### config.mk
export PLATFORM = sky130hd
export DESIGN_NAME = uart_ch
export DESIGN_NICKNAME = d
export VERILOG_FILES = /design/src/rtl/uart_ch_pkg.sv /design/src/rtl/uart_ch_tx.sv /design/src/rtl/uart_ch_rx.sv /design/src/rtl/uart_ch.sv
export SDC_FILE = /design/constraint.sdc
export NUM_CORES = 1
export LEC_CHECK = 0
export ABC_CLOCK_PERIOD_IN_PS = 4600
export CAP_MARGIN = 40
export CORE_MARGIN = 5
export CORE_UTILIZATION = 61
export DETAILED_ROUTE_END_ITERATION = 6
export DONT_BUFFER_PORTS = 1
export GPL_TIMING_DRIVEN = 0
export PLACE_DENSITY = 0.85
export SLEW_MARGIN = 10
export SYNTH_ARGS = -nofsm -noshare
export SYNTH_HDL_FRONTEND = slang
export SYNTH_SLANG_ARGS = --single-unit
### constraint.sdc
create_clock -name clk_i -period 4.6 [get_ports clk_i]
set_input_delay 0.46 -clock clk_i [delete_from_list [all_inputs] [get_ports clk_i]]
set_output_delay 0.46 -clock clk_i [all_outputs]
set_load 0.01 [all_outputs]
### src/rtl/uart_ch_pkg.sv
package uart_ch_pkg;
  typedef struct packed {
    logic       sync_mode;
    logic       len7;
    logic       par_en;
    logic       par_odd;
    logic       stop2;
    logic       mp_en;
    logic [1:0] clk_sel;
  } mode_t;

  typedef struct packed {
    logic       ie_empty;
    logic       ie_rx;
    logic       tx_en;
    logic       rx_en;
    logic       mp_filt;
    logic       ie_done;
    logic [1:0] clk_en;
  } ctrl_t;

  localparam int unsigned A_MODE = 0;
  localparam int unsigned A_CTRL = 1;
  localparam int unsigned A_STAT = 2;
  localparam int unsigned A_TXD  = 3;
  localparam int unsigned A_RXD  = 4;
endpackage

### src/rtl/uart_ch_tx.sv
module uart_ch_tx #(
  parameter int unsigned OVS = 16
) (
  input  logic       clk_i,
  input  logic       rst_ni,
  input  logic       tick_i,
  input  logic       start_i,
  input  logic [7:0] data_i,
  input  logic       len7_i,
  input  logic       par_en_i,
  input  logic       par_odd_i,
  input  logic       stop2_i,
  input  logic       mp_en_i,
  input  logic       mpb_i,
  output logic       take_o,
  output logic       end_o,
  output logic       txd_o
);
  localparam int unsigned CW = $clog2(OVS);
  localparam int unsigned FW = 12;

  logic          busy_q;
  logic [FW-1:0] sh_q, frame;
  logic [3:0]    left_q, nb;
  logic [CW-1:0] cnt_q;
  logic [7:0]    dm;
  logic          last_tick;

  always_comb begin
    int p;
    int nd;
    nd    = len7_i ? 7 : 8;
    dm    = len7_i ? {1'b0, data_i[6:0]} : data_i;
    frame = '1;
    frame[0] = 1'b0;
    for (int i = 0; i < 8; i++) begin
      if (i < nd) frame[1+i] = dm[i];
    end
    p = 1 + nd;
    if (mp_en_i) begin
      frame[p] = mpb_i;
      p = p + 1;
    end else if (par_en_i) begin
      frame[p] = (^dm) ^ par_odd_i;
      p = p + 1;
    end
    nb = 4'(p + (stop2_i ? 2 : 1));
  end

  assign take_o    = !busy_q && tick_i && start_i;
  assign last_tick = busy_q && tick_i && (cnt_q == CW'(OVS-1));
  assign end_o     = last_tick && (left_q == 4'd1);
  assign txd_o     = busy_q ? sh_q[0] : 1'b1;

  always_ff @(posedge clk_i or negedge rst_ni) begin
    if (!rst_ni) begin
      busy_q <= 1'b0;
      sh_q   <= '1;
      left_q <= '0;
      cnt_q  <= '0;
    end else if (take_o) begin
      busy_q <= 1'b1;
      sh_q   <= frame;
      left_q <= nb;
      cnt_q  <= '0;
    end else if (busy_q && tick_i) begin
      if (last_tick) begin
        cnt_q  <= '0;
        sh_q   <= {1'b1, sh_q[FW-1:1]};
        left_q <= left_q - 4'd1;
        if (left_q == 4'd1) busy_q <= 1'b0;
      end else begin
        cnt_q <= cnt_q + 1'b1;
      end
    end
  end


  txd_stable_chk: assert property (@(posedge clk_i) disable iff (!rst_ni)
    busy_q && !tick_i |=> $stable(txd_o));
endmodule

### src/rtl/uart_ch_rx.sv
module uart_ch_rx #(
  parameter int unsigned OVS = 16
) (
  input  logic       clk_i,
  input  logic       rst_ni,
  input  logic       tick_i,
  input  logic       en_i,
  input  logic       rxd_i,
  input  logic       len7_i,
  input  logic       par_en_i,
  input  logic       par_odd_i,
  input  logic       mp_en_i,
  output logic       done_o,
  output logic [7:0] data_o,
  output logic       perr_o,
  output logic       ferr_o,
  output logic       mpb_o
);
  localparam int unsigned CW = $clog2(OVS);
  localparam logic [CW-1:0] S0 = CW'(OVS/2 - 1);

  typedef enum logic {ST_IDLE, ST_RUN} st_e;
  st_e           st_q;
  logic [1:0]    sync_q;
  logic          rx_s, s_a, s_b, ext_q, vote, vote_tick;
  logic [CW-1:0] cnt_q;
  logic [3:0]    pos_q, nd, stop_pos;
  logic [7:0]    sh_q;

  assign rx_s      = sync_q[1];
  assign vote      = (s_a & s_b) | (s_a & rx_s) | (s_b & rx_s);
  assign nd        = len7_i ? 4'd7 : 4'd8;
  assign stop_pos  = 4'd1 + nd + {3'b0, (mp_en_i | par_en_i)};
  assign vote_tick = (st_q == ST_RUN) && tick_i && (cnt_q == S0 + CW'(2));
  assign done_o    = vote_tick && (pos_q == stop_pos);
  assign data_o    = len7_i ? {1'b0, sh_q[7:1]} : sh_q;
  assign ferr_o    = !vote;
  assign perr_o    = par_en_i && !mp_en_i && (((^data_o) ^ ext_q) != par_odd_i);
  assign mpb_o     = ext_q;

  always_ff @(posedge clk_i or negedge rst_ni) begin
    if (!rst_ni) begin
      sync_q <= 2'b11;
      st_q   <= ST_IDLE;
      cnt_q  <= '0;
      pos_q  <= '0;
      s_a    <= 1'b1;
      s_b    <= 1'b1;
      ext_q  <= 1'b0;
      sh_q   <= '0;
    end else begin
      sync_q <= {sync_q[0], rxd_i};
      if (!en_i) begin
        st_q <= ST_IDLE;
      end else if (st_q == ST_IDLE) begin
        if (tick_i && !rx_s) begin
          st_q  <= ST_RUN;
          cnt_q <= '0;
          pos_q <= '0;
        end
      end else if (tick_i) begin
        cnt_q <= (cnt_q == CW'(OVS-1)) ? '0 : cnt_q + 1'b1;
        if (cnt_q == CW'(OVS-1)) pos_q <= pos_q + 4'd1;
        if (cnt_q == S0) s_a <= rx_s;
        if (cnt_q == S0 + CW'(1)) s_b <= rx_s;
        if (vote_tick) begin
          if (pos_q == 4'd0) begin
            if (vote) st_q <= ST_IDLE;
          end else if (pos_q <= nd) begin
            sh_q <= {vote, sh_q[7:1]};
          end else if (pos_q == stop_pos) begin
            st_q <= ST_IDLE;
          end else begin
            ext_q <= vote;
          end
        end
      end
    end
  end


  start_confirm_chk: assert property (@(posedge clk_i) disable iff (!rst_ni)
    (st_q == ST_RUN) && (pos_q == 4'd0) && vote_tick && vote |=> (st_q == ST_IDLE));
endmodule

### src/rtl/uart_ch.sv
module uart_ch
  import uart_ch_pkg::*;
#(
  parameter int unsigned OVS    = 16,
  parameter int unsigned ADDR_W = 3
) (
  input  logic              clk_i,
  input  logic              rst_ni,
  input  logic              tick_i,
  input  logic [ADDR_W-1:0] addr_i,
  input  logic              we_i,
  input  logic [7:0]        wdata_i,
  output logic [7:0]        rdata_o,
  input  logic              rxd_i,
  output logic              txd_o,
  output logic              irq_txe_o,
  output logic              irq_rxf_o,
  output logic              irq_err_o,
  output logic              irq_txd_o
);
  mode_t      mode_q;
  ctrl_t      ctrl_q;
  logic [7:0] tdr_q, rdr_q;
  logic       empty_q, full_q, ovr_q, ferr_q, perr_q, done_q, mprx_q, mptx_q;
  logic       tx_take, tx_end, rx_done, rx_perr, rx_ferr, rx_mpb, accept;
  logic [7:0] rx_data;
  logic       wr_stat;

  assign wr_stat = we_i && (addr_i == ADDR_W'(A_STAT));
  assign accept  = rx_done && ctrl_q.rx_en &&
                   !(mode_q.mp_en && ctrl_q.mp_filt && !rx_mpb);

  uart_ch_tx #(.OVS(OVS)) u_tx (
    .clk_i, .rst_ni, .tick_i,
    .start_i  (ctrl_q.tx_en && !empty_q),
    .data_i   (tdr_q),
    .len7_i   (mode_q.len7),
    .par_en_i (mode_q.par_en),
    .par_odd_i(mode_q.par_odd),
    .stop2_i  (mode_q.stop2),
    .mp_en_i  (mode_q.mp_en),
    .mpb_i    (mptx_q),
    .take_o   (tx_take),
    .end_o    (tx_end),
    .txd_o
  );

  uart_ch_rx #(.OVS(OVS)) u_rx (
    .clk_i, .rst_ni, .tick_i,
    .en_i     (ctrl_q.rx_en),
    .rxd_i,
    .len7_i   (mode_q.len7),
    .par_en_i (mode_q.par_en),
    .par_odd_i(mode_q.par_odd),
    .mp_en_i  (mode_q.mp_en),
    .done_o   (rx_done),
    .data_o   (rx_data),
    .perr_o   (rx_perr),
    .ferr_o   (rx_ferr),
    .mpb_o    (rx_mpb)
  );

  always_ff @(posedge clk_i or negedge rst_ni) begin
    if (!rst_ni) begin
      mode_q  <= '0;
      ctrl_q  <= '0;
      tdr_q   <= '0;
      rdr_q   <= '0;
      empty_q <= 1'b1;
      full_q  <= 1'b0;
      ovr_q   <= 1'b0;
      ferr_q  <= 1'b0;
      perr_q  <= 1'b0;
      done_q  <= 1'b1;
      mprx_q  <= 1'b0;
      mptx_q  <= 1'b0;
    end else begin
      if (we_i && addr_i == ADDR_W'(A_MODE)) mode_q <= mode_t'(wdata_i);
      if (we_i && addr_i == ADDR_W'(A_CTRL)) ctrl_q <= ctrl_t'(wdata_i);
      if (we_i && addr_i == ADDR_W'(A_TXD))  tdr_q  <= wdata_i;
      // write 0 clears, write 1 keeps
      if (wr_stat) begin
        empty_q <= empty_q & wdata_i[7];
        full_q  <= full_q  & wdata_i[6];
        ovr_q   <= ovr_q   & wdata_i[5];
        ferr_q  <= ferr_q  & wdata_i[4];
        perr_q  <= perr_q  & wdata_i[3];
        if (!wdata_i[7]) done_q <= 1'b0;
        mptx_q  <= wdata_i[0];
      end
      if (tx_take) empty_q <= 1'b1;
      if (tx_end && empty_q) done_q <= 1'b1;
      if (accept) begin
        if (full_q) begin
          ovr_q <= 1'b1;
        end else begin
          full_q <= 1'b1;
          rdr_q  <= rx_data;
          if (rx_ferr) ferr_q <= 1'b1;
          if (rx_perr) perr_q <= 1'b1;
          if (mode_q.mp_en) mprx_q <= rx_mpb;
        end
      end
    end
  end

  always_comb begin
    rdata_o = '0;
    case (addr_i)
      ADDR_W'(A_MODE): rdata_o = mode_q;
      ADDR_W'(A_CTRL): rdata_o = ctrl_q;
      ADDR_W'(A_STAT): rdata_o = {empty_q, full_q, ovr_q, ferr_q, perr_q, done_q, mprx_q, mptx_q};
      ADDR_W'(A_TXD):  rdata_o = tdr_q;
      ADDR_W'(A_RXD):  rdata_o = rdr_q;
      default:         rdata_o = '0;
    endcase
  end

  assign irq_txe_o = ctrl_q.ie_empty & empty_q;
  assign irq_rxf_o = ctrl_q.ie_rx & full_q;
  assign irq_err_o = ctrl_q.ie_rx & (ovr_q | ferr_q | perr_q);
  assign irq_txd_o = ctrl_q.ie_done & done_q;


  take_gate_chk: assert property (@(posedge clk_i) disable iff (!rst_ni)
    tx_take |-> !empty_q && ctrl_q.tx_en);

  done_needs_empty_chk: assert property (@(posedge clk_i) disable iff (!rst_ni)
    $rose(done_q) |-> empty_q);

  overrun_keeps_data_chk: assert property (@(posedge clk_i) disable iff (!rst_ni)
    $rose(ovr_q) |-> $stable(rdr_q));

  full_source_chk: assert property (@(posedge clk_i) disable iff (!rst_ni)
    $rose(full_q) |-> $past(rx_done && ctrl_q.rx_en));
endmodule

==> results of run 1 <==
-- Yosys cell counts (7+ instances only) --
| master | number | area share (%) |
|---|---|---|
| dfrtp_1 | 65 | 37 |
| nand2_1 | 31 | 2.6 |
| mux2i_1 | 35 | 7.9 |
| xor2_1 | 7 | 1.4 |
| nand2_2 | 8 | 1.1 |
| nand3_1 | 11 | 1.2 |
| o22ai_1 | 8 | 1.1 |
| dfstp_2 | 16 | 9.5 |
| o21ai_0 | 24 | 2.7 |
| mux2_2 | 36 | 9.1 |
| inv_1 | 15 | 1.3 |
| nor2_1 | 14 | 1.2 |
| xnor2_1 | 15 | 3.0 |
| a21oi_1 | 12 | 1.4 |
| o21ai_2 | 9 | 1.8 |
| ha_1 | 16 | 4.5 |
-- worst paths after layout --
kind                                   to  slack (ps)
max                              rdr_q[7]        1840
min                        u_rx.sync_q[0]          90
max reg2reg                      rdr_q[7]        1840
min reg2reg                u_rx.sync_q[1]         360
max in group asynchronous    u_tx.sh_q[0]        3590
min in group asynchronous   u_tx.cnt_q[2]         670
-- state kept, by name (all words and copies together), names as in the netlist, 2 cells and up --
name	flops
u_tx.cnt_q	4
mode_q	8
ctrl_q	8
u_rx.sync_q	2
u_tx.left_q	4
u_rx.sh_q	8
u_rx.cnt_q	4
rdr_q	8
u_tx.sh_q	10
u_rx.pos_q	4
tdr_q	8
-- final cells by class --
class	count	share of cell area (%)
Multi-Input combinational cell	287	46.88
Sequential cell	81	42.75
Clock buffer	9	2.587
Tap cell	99	2.587
Buffer	17	2.012
Inverter	16	1.254
Clock inverter	7	1.150
Timing Repair Buffer	2	0.7839
-- metal layers --
metal  vias up  track usage [%]  share of wire [%]
met5         -                0                  0
met4         0            7.820                1.8
met2        84            38.08                 50
met3        16            5.683                5.2
li1       1452                -                  -
met1      1578            28.72                 43
-- power breakdown --
part	leakage, nW	total (W)	switching (W)	internal [W]
clock network	0.0858	0.000478	0.000279	0.000199
logic	0.988	0.000547	0.000282	0.000265
registers	1.00	0.000982	0.000134	0.000848
-- worst register-to-register path, cell delays in order (launching register included) --
cell,delay (ps)
dfrtp_1,470
clkinv_1,440
ha_1,460
xnor2_1,140
nand4_1,150
or4b_4,530
buf_6,180
buf_6,160
nand2_2,90
o21ai_2,50
-- stage by stage --
stage	power [W]	util [%]	setup WS (ps)	instances
3_5_place_dp	0.001510	63.71	1882	500
2_1_floorplan	0.001372	-	2271	401
6_report	0.002007	66.73	1836	518
4_1_cts	0.002010	66.73	1845	518
3_3_place_gp	0.001463	63.71	1996	500
5_1_grt	0.002128	66.73	1708	518
-- kinds of logic after synthesis --
logic type,share of synthesized area [%]
and+or+nand+nor,11.90
adders and majority gates,5.176
AOI/OAI and AO/OA,10.55
xor gates and xnor gates,5.345
buffers and inverters,3.516
muxes,17.50
DFF,46.02
==> results.json, run 1 <==
{
  "nNetsFinal": 447,
  "first_pass_iters": 5,
  "final_common_cell": "dfrtp_1",
  "core-area_um2": 7176,
  "synth_area_um2": 4448,
  "start_kind": "flip-flop",
  "path_buf_inv": 3,
  "dieArea_um2": 9099,
  "critPathMostFrequentCell": "buf_6",
  "io_pins": 29,
  "path_delay_family": "buffers and inverters",
  "drv_slew": 0,
  "max_slew.worst_pin.slew_ps": 877.7,
  "reg2reg_from": "mode_q[6]",
  "grt_pass1_wl_mm": 15.72,
  "routed_wl_mm": 9.647,
  "port_buffers": 0,
  "worstPathArrival_ps": 3010,
  "layout_common_cells": "dfrtp_1, mux2_2, mux2i_1",
  "vias_per_cell": 6.042,
  "drive_gt1_share_pct": 24.82,
  "finalHoldViolCount": 0,
  "hold_path.class": "in -> reg",
  "min-delay-start": "rxd_i",
  "grt.overflow.total": 0,
  "cts_tree": "built",
  "hold_depth": 0,
  "htreeDepth": 3,
  "crit_start": "mode_q[6]",
  "synth_seq_cells": 81,
  "cts_buffers": 9,
  "register_area_um2": 2047,
  "synth_edf_count": 0,
  "grt_pass1_vias": 3227,
  "postCtsHoldBufs": 2,
  "num-fill-cells": 534,
  "fin_skew_ps": 10.31,
  "drcViolationCount": 0,
  "fmax_ghz": 0.3617,
  "ant_nets": 0,
  "synth-main-ff-cell": "dfrtp_1",
  "setup_viol": 0,
  "drv_cap": 0,
  "max-vdd-ir-drop_mv": 0.2108,
  "fin_setup_tns_ps": 0,
  "root_buffer": "clkbuf_8",
  "cp_num_cells": 9,
  "grt_use_total_pct": 22.72,
  "final_cell_area_um2": 4788,
  "placed_cell_area_um2": 4572,
  "synth_seq_area_share_pct": 46.02,
  "cpPeakStageDelay_ps": 530,
  "clk_latency_ps": 360,
  "relSlewSlack_pct": 41.27,
  "reg2reg_depth": 9,
  "crit_path_end_kind": "flip-flop",
  "cts.sinks": 81,
  "cts_max_path_buffers": 2,
  "die-width_um": 95.39,
  "dpl.hpwl_mm": 6.763,
  "post_cts_buffers": 0,
  "crit_type": "reg -> reg",
  "routabilityCongestion": 0.9524,
  "die_h_um": 95.39,
  "worstPathCellList": "clkinv_1 > ha_1 > xnor2_1 > nand4_1 > or4b_4 > buf_6 > buf_6 > nand2_2 > o21ai_2",
  "synth_cell_types": 54,
  "fin_hold_ws_ps": 85.14,
  "p_leak_nw": 2.077,
  "vias": 3130,
  "post-route-period-util_pct": 60.10,
  "wl_per_cell_um": 18.62,
  "areaGrowthSynthToFinish_pct": 7.651,
  "diodes": 0,
  "synthCells": 401,
  "crit_required_ps": 4850,
  "antenna_found_initial": 0,
  "clk_pin_slew_ps": 90,
  "start_util_pct": 61.99,
  "synth-async-reset-ratio_pct": 100.0,
  "synth_nets": 434,
  "synth.avg_cell_area_um2": 11.09,
  "status": "completed",
  "ys_warn_count": 0,
  "multi_input_area_um2": 2245,
  "powerDensity_nw_per_um2": 419.1,
  "cp_slowest_cell": "or4b_4",
  "rsz0062_at_grt": "no",
  "fin_crit_ps": 2764,
  "grt_max_degree": 82,
  "num_rows": 31,
  "cp_max_fo": 12,
  "drt_iter0_markers": 163,
  "cts_resized": 0
}
Note: power is estimated with default switching activity, not from simulation.
==> run 2, diff against run 1 <==
--- a/config.mk
+++ b/config.mk
@@ -5,14 +5,14 @@
 export SDC_FILE = /design/constraint.sdc
 export NUM_CORES = 1
 export LEC_CHECK = 0
-export ABC_CLOCK_PERIOD_IN_PS = 4600
+export ABC_CLOCK_PERIOD_IN_PS = 2400
 export CAP_MARGIN = 40
 export CORE_MARGIN = 5
-export CORE_UTILIZATION = 61
+export CORE_UTILIZATION = 58
 export DETAILED_ROUTE_END_ITERATION = 6
 export DONT_BUFFER_PORTS = 1
 export GPL_TIMING_DRIVEN = 0
-export PLACE_DENSITY = 0.85
+export PLACE_DENSITY = 0.84
 export SLEW_MARGIN = 10
 export SYNTH_ARGS = -nofsm -noshare
 export SYNTH_HDL_FRONTEND = slang
==> constraint.sdc (replaced) <==
create_clock -name clk_i -period 2.4 [get_ports clk_i]
set_input_delay 0.24 -clock clk_i [delete_from_list [all_inputs] [get_ports clk_i]]
set_output_delay 0.24 -clock clk_i [all_outputs]
set_load 0.01 [all_outputs]
==> results.json, run 2 (synthesis gave the netlist of run 1 again) <==
{
  "num-fill-cells": 575,
  "clk_pin_slew_ps": 90,
  "ant_nets": 0,
  "antenna_found_initial": 0,
  "register_area_um2": 2049,
  "largest_reg_flops": 10,
  "die_h_um": 97.57,
  "final_cell_area_um2": 4938,
  "final_common_cell": "dfrtp_1",
  "io_pins": 29,
  "dpl.hpwl_mm": 6.755,
  "p_leak_nw": 2.136,
  "fin_util_pct": 64.92,
  "clk_latency_ps": 360,
  "rr_endpoint": "mprx_q",
  "layout_common_cells": "dfrtp_1, mux2_2, mux2i_1",
  "cts_buffers": 9,
  "cpPeakStageDelay_ps": 620,
  "power_w": 0.004028,
  "core-area_um2": 7607,
  "status": "finished, violations left",
  "dieArea_um2": 9520,
  "min-delay-start": "wdata_i[3]",
  "cts_tree": "built",
  "max_slew.worst_pin.slew_ps": 848.7,
  "start_kind": "flip-flop",
  "finalHoldViolCount": 0,
  "largest-register": "u_tx.sh_q",
  "worstPathCellList": "or2_4 > ha_4 > xnor2_1 > nand4_1 > or4b_4 > nor2_4 > mux2_2",
  "cts_max_path_buffers": 2,
  "cts.sinks": 81,
  "vias": 3224,
  "routabilityCongestion": 0.8553,
  "drt_iter0_markers": 196,
  "hold_depth": 2,
  "grt.overflow.total": 0,
  "routed_wl_mm": 9.749,
  "worstPathArrival_ps": 2700,
  "reg2reg_depth": 7,
  "fin_setup_tns_ps": -162.4,
  "setup_viol": 9,
  "diodes": 0,
  "areaGrowthSynthToFinish_pct": 11.03,
  "grt_pass1_wl_mm": 16.08,
  "fmax_ghz": 0.4088,
  "drv_slew": 0,
  "cp_max_fo": 2,
  "hold_end": "mode_q[3]",
  "crit_type": "reg -> reg",
  "fin_skew_ps": 5.342,
  "crit_path_end_kind": "flip-flop",
  "drive_gt1_share_pct": 27.34,
  "grt_pass1_vias": 3271,
  "placed_cell_area_um2": 4576,
  "hold_path.class": "in -> reg",
  "htreeDepth": 3,
  "multi_input_area_um2": 2270,
  "max-vdd-ir-drop_mv": 0.4146,
  "start_util_pct": 58.47,
  "port_buffers": 0,
  "drv_cap": 0,
  "root_buffer": "clkbuf_8",
  "drcViolationCount": 0,
  "num_rows": 32,
  "powerDensity_nw_per_um2": 815.6,
  "nNetsFinal": 456,
  "reg2reg_from": "mode_q[2]",
  "final.setup.worst_slack_ps": -46.25,
  "violations": "setup timing",
  "pre_cts_ws_ps": -287.8,
  "first_pass_iters": 4,
  "post-route-period-util_pct": 101.9,
  "relSlewSlack_pct": 43.21,
  "crit_required_ps": 2650,
  "r2r_slack_ps": -50,
  "fin_crit_ps": 2446,
  "grt_max_degree": 82,
  "wl_per_cell_um": 18.39,
  "die-width_um": 97.57,
  "path_delay_family": "simple AND/OR/NAND/NOR gates",
  "cp_slowest_cell": "or4b_4",
  "grt_use_total_pct": 20.91,
  "path_buf_inv": 0,
  "vias_per_cell": 6.083
}
run 2: changes by cell type in the layout (fill, tap and decap cells not counted), sizes merged:
cell         delta
buf             +7
clkinv          -3
dlygate4sd3     +2
bufinv          +1
clkbuf          +1
inv             +1
run 2: worst register-to-register path, stage by stage (launching register included):
cell and delay (ps):
dfrtp_2 430, or2_4 280, ha_4 210, xnor2_1 180
nand4_1 170, or4b_4 620, nor2_4 120, mux2_2 330
run 2: report_power, final:
group          leakage (nW)  switching, W  internal, W
logic                  1.03      0.000560     0.000533
clock network         0.101      0.000546     0.000522
registers              1.00      0.000241      0.00163
run 2: worst max path at each step:
stage / to / cells past startpoint / start
after global routing: mprx_q / 7 / mode_q[2]
final: mprx_q / 7 / mode_q[2]
after CTS: rdr_q[5] / 9 / mode_q[2]
after global placement: mprx_q / 7 / mode_q[6]
after detailed placement: mprx_q / 7 / mode_q[6]
after floorplan: mprx_q / 7 / mode_q[6]
run 2: area by class of cell:
type,instances,area share [%]
buffer,17,2.128
clock buffer,10,2.787
clock inverter,6,1.495
inverter,16,1.317
multi-input combinational,287,45.96
sequential,81,41.50
tap,102,2.584
timing repair buffer,11,2.230
run 2: repair_timing:
item / in CTS / in global routing
pin swaps: 0 / 4
setup endpoints to repair: 22 / 10
hold buffers: 3 / 1
setup buffers: 2 / 5
hold endpoints to repair: 82 / 1
resized for setup: 4 / 7
run 2: metrics by stage:
step	hold WS (ps)	instances
finish	6.520	530
global route	0.8316	530
CTS	1.660	524
detailed placement	-51.67	503
global placement	-50.58	503
floorplan	-55.59	401
run 2: routing by layer:
layer  up-vias  GRT usage [%]  part of all wire (%)
li1       1466              -                     -
met4         0          10.44                   2.8
met2       115          32.68                    50
met5         -          2.747                     0
met1      1615          27.29                    42
met3        28          4.451                   5.5
==> run 3, diff against run 2 <==
--- a/config.mk
+++ b/config.mk
@@ -6,11 +6,11 @@
 export NUM_CORES = 1
 export LEC_CHECK = 0
 export ABC_CLOCK_PERIOD_IN_PS = 2400
+export BUFFER_PORTS_ARGS = -buffer_cell sky130_fd_sc_hd__buf_4
 export CAP_MARGIN = 40
 export CORE_MARGIN = 5
-export CORE_UTILIZATION = 58
+export CORE_UTILIZATION = 55
 export DETAILED_ROUTE_END_ITERATION = 6
-export DONT_BUFFER_PORTS = 1
 export GPL_TIMING_DRIVEN = 0
 export PLACE_DENSITY = 0.84
 export SLEW_MARGIN = 10
==> results.json, run 3 (synthesis gave the netlist of run 1 again) <==
{
  "use_met1_pct": 28.18,
  "wl_per_cell_um": 18.17,
  "crit_path_end_kind": "flip-flop",
  "drive_gt1_share_pct": 30.51,
  "worstPathArrival_ps": 2550,
  "port_buffers": 27,
  "cp_slowest_cell": "or4b_4",
  "post-route-period-util_pct": 95.67,
  "crit_required_ps": 2650,
  "largest_reg_flops": 10,
  "grt.overflow.total": 0,
  "switching_share_pct": 34.24,
  "grt_pass1_vias": 3358,
  "antenna_found_initial": 0,
  "core-area_um2": 7807,
  "num_rows": 32,
  "hold_path.class": "in -> reg",
  "r2r_slack_ps": 100,
  "p_leak_nw": 2.235,
  "finalHoldViolCount": 0,
  "status": "completed",
  "start_kind": "flip-flop",
  "cp_max_fo": 10,
  "met2_usage_pct": 34.58,
  "multi_input_area_um2": 2267,
  "cts_tree": "built",
  "nNetsFinal": 477,
  "path_buf_inv": 2,
  "layout_common_cells": "dfrtp_1, mux2_2, mux2i_1",
  "busiest_layer": "met2",
  "critPathMostFrequentCell": "buf_6",
  "vias_per_cell": 5.869,
  "powerDensity_nw_per_um2": 788.4,
  "cts.sinks": 81,
  "clk_latency_ps": 360,
  "root_buffer": "clkbuf_8",
  "rr_endpoint": "rdr_q[3]",
  "p_clk_share_pct": 23.8,
  "diodes": 0,
  "fmax_ghz": 0.4355,
  "ant_nets": 0,
  "die-width_um": 99.93,
  "final_common_cell": "dfrtp_1",
  "reg2reg_depth": 9,
  "crit_type": "reg -> reg",
  "die_h_um": 99.93,
  "met3_usage_pct": 4.934,
  "dpl.hpwl_mm": 7.076,
  "relSlewSlack_pct": 40.39,
  "grt_max_degree": 66,
  "max-vdd-ir-drop_mv": 0.5647,
  "register_area_um2": 2048,
  "p_sw_w": 0.001365,
  "largest-register": "u_tx.sh_q",
  "drv_slew": 0,
  "vias": 3234,
  "drt_iter0_markers": 257,
  "first_pass_iters": 5,
  "seq_power_share_pct": 47.0,
  "routed_wl_mm": 10.01,
  "max_slew.worst_pin.slew_ps": 890.9,
  "p_comb_share_pct": 29.2,
  "fin_util_pct": 64.76,
  "io_pins": 29,
  "start_util_pct": 56.97,
  "p_int_w": 0.002621,
  "htreeDepth": 3,
  "fin_crit_ps": 2296,
  "path_delay_family": "simple AND/OR/NAND/NOR gates",
  "cts_max_path_buffers": 2,
  "drv_cap": 0,
  "worstPathCellList": "or2_4 > ha_4 > xnor2_2 > nand4_1 > or4b_4 > buf_6 > buf_6 > nand2_2 > o21ai_2",
  "clk_pin_slew_ps": 90,
  "grt_use_total_pct": 21.41,
  "hold_depth": 3,
  "routabilityCongestion": 0.8704,
  "num-fill-cells": 620,
  "cts_buffers": 9,
  "fin_setup_tns_ps": 0,
  "hold_end": "mode_q[2]",
  "reg2reg_from": "mode_q[2]",
  "drcViolationCount": 0,
  "rsz0062_at_grt": "no",
  "min-delay-start": "wdata_i[2]",
  "cpPeakStageDelay_ps": 520,
  "setup_viol": 0,
  "areaGrowthSynthToFinish_pct": 13.67,
  "dieArea_um2": 9986,
  "grt_pass1_wl_mm": 16.86,
  "fin_skew_ps": 16.82
}
-- run 3: cell types whose count changed in the layout (fill, tap and decap cells not counted), sizes merged --
cell,previous run,this run
dlygate4sd3,3,2
clkinvlp,2,3
bufinv,1,0
buf,19,41
-- run 3: worst max path at each step --
stage	from	end	slack [ps]	cells after the start
after floorplan	mode_q[6]	mprx_q	70	7
after global placement	mode_q[6]	mprx_q	-210	7
after detailed placement	mode_q[6]	rdr_q[3]	-270	9
after CTS	mode_q[2]	rdr_q[3]	3	9
after global routing	mode_q[6]	u_rx.sh_q[6]	60	8
final	mode_q[2]	rdr_q[3]	100	9
-- run 3: power groups by stage --
stage	sequential (W)	combinational [W]	clock [W]
after floorplan	0.00181	0.000819	0
after global placement	0.00187	0.00102	0
after detailed placement	0.00189	0.00110	0
after CTS	0.00187	0.00114	0.000967
after global routing	0.00191	0.00130	0.00102
final	0.00187	0.00116	0.000949
-- run 3: worst min-delay path, stage by stage --
cell     delay [ps]
buf_4           100
nand2_1          40
o21ai_0          60
-- run 3: cell type report --
class | count | share of cell area (%)
Timing Repair Buffer | 32 | 5.246
Tap cell | 102 | 2.524
Buffer | 17 | 1.905
Clock buffer | 10 | 2.722
Inverter | 16 | 1.287
Clock inverter | 6 | 0.9651
Multi-Input combinational cell | 287 | 44.84
Sequential cell | 81 | 40.51
-- run 3: metrics by stage --
stage	cells	setup slack, ps	total power (W)	instance area (µm²)	hold slack [ps]
2_1_floorplan	401	71.25	0.002630	4448	-55.59
3_3_place_gp	530	-207.8	0.002897	4778	346.5
3_5_place_dp	531	-271.9	0.002991	4806	135.6
4_1_cts	551	3.269	0.003968	5034	101.9
5_1_grt	551	64.26	0.004222	5056	102.2
6_report	551	104.0	0.003986	5056	115.1
-- run 3: routing by layer --
metal | up-vias | part of all wire [%] | routed length, µm
met3 | 21 | 5.3 | 528
met5 | - | 0 | 0
met2 | 85 | 50 | 5010
met1 | 1606 | 43 | 4265
li1 | 1522 | - | -
met4 | 0 | 2.1 | 207
-- run 3: repair_timing --
| item | 4_1_cts | 5_1_grt |
|---|---|---|
| setup buffers | 2 | 0 |
| endpoints found under the hold margin | 17 | 0 |
| hold buffers | 2 | 0 |
| setup endpoints to repair | 21 | 12 |
| gates resized for setup | 3 | 3 |
| pin swaps | 0 | 1 |
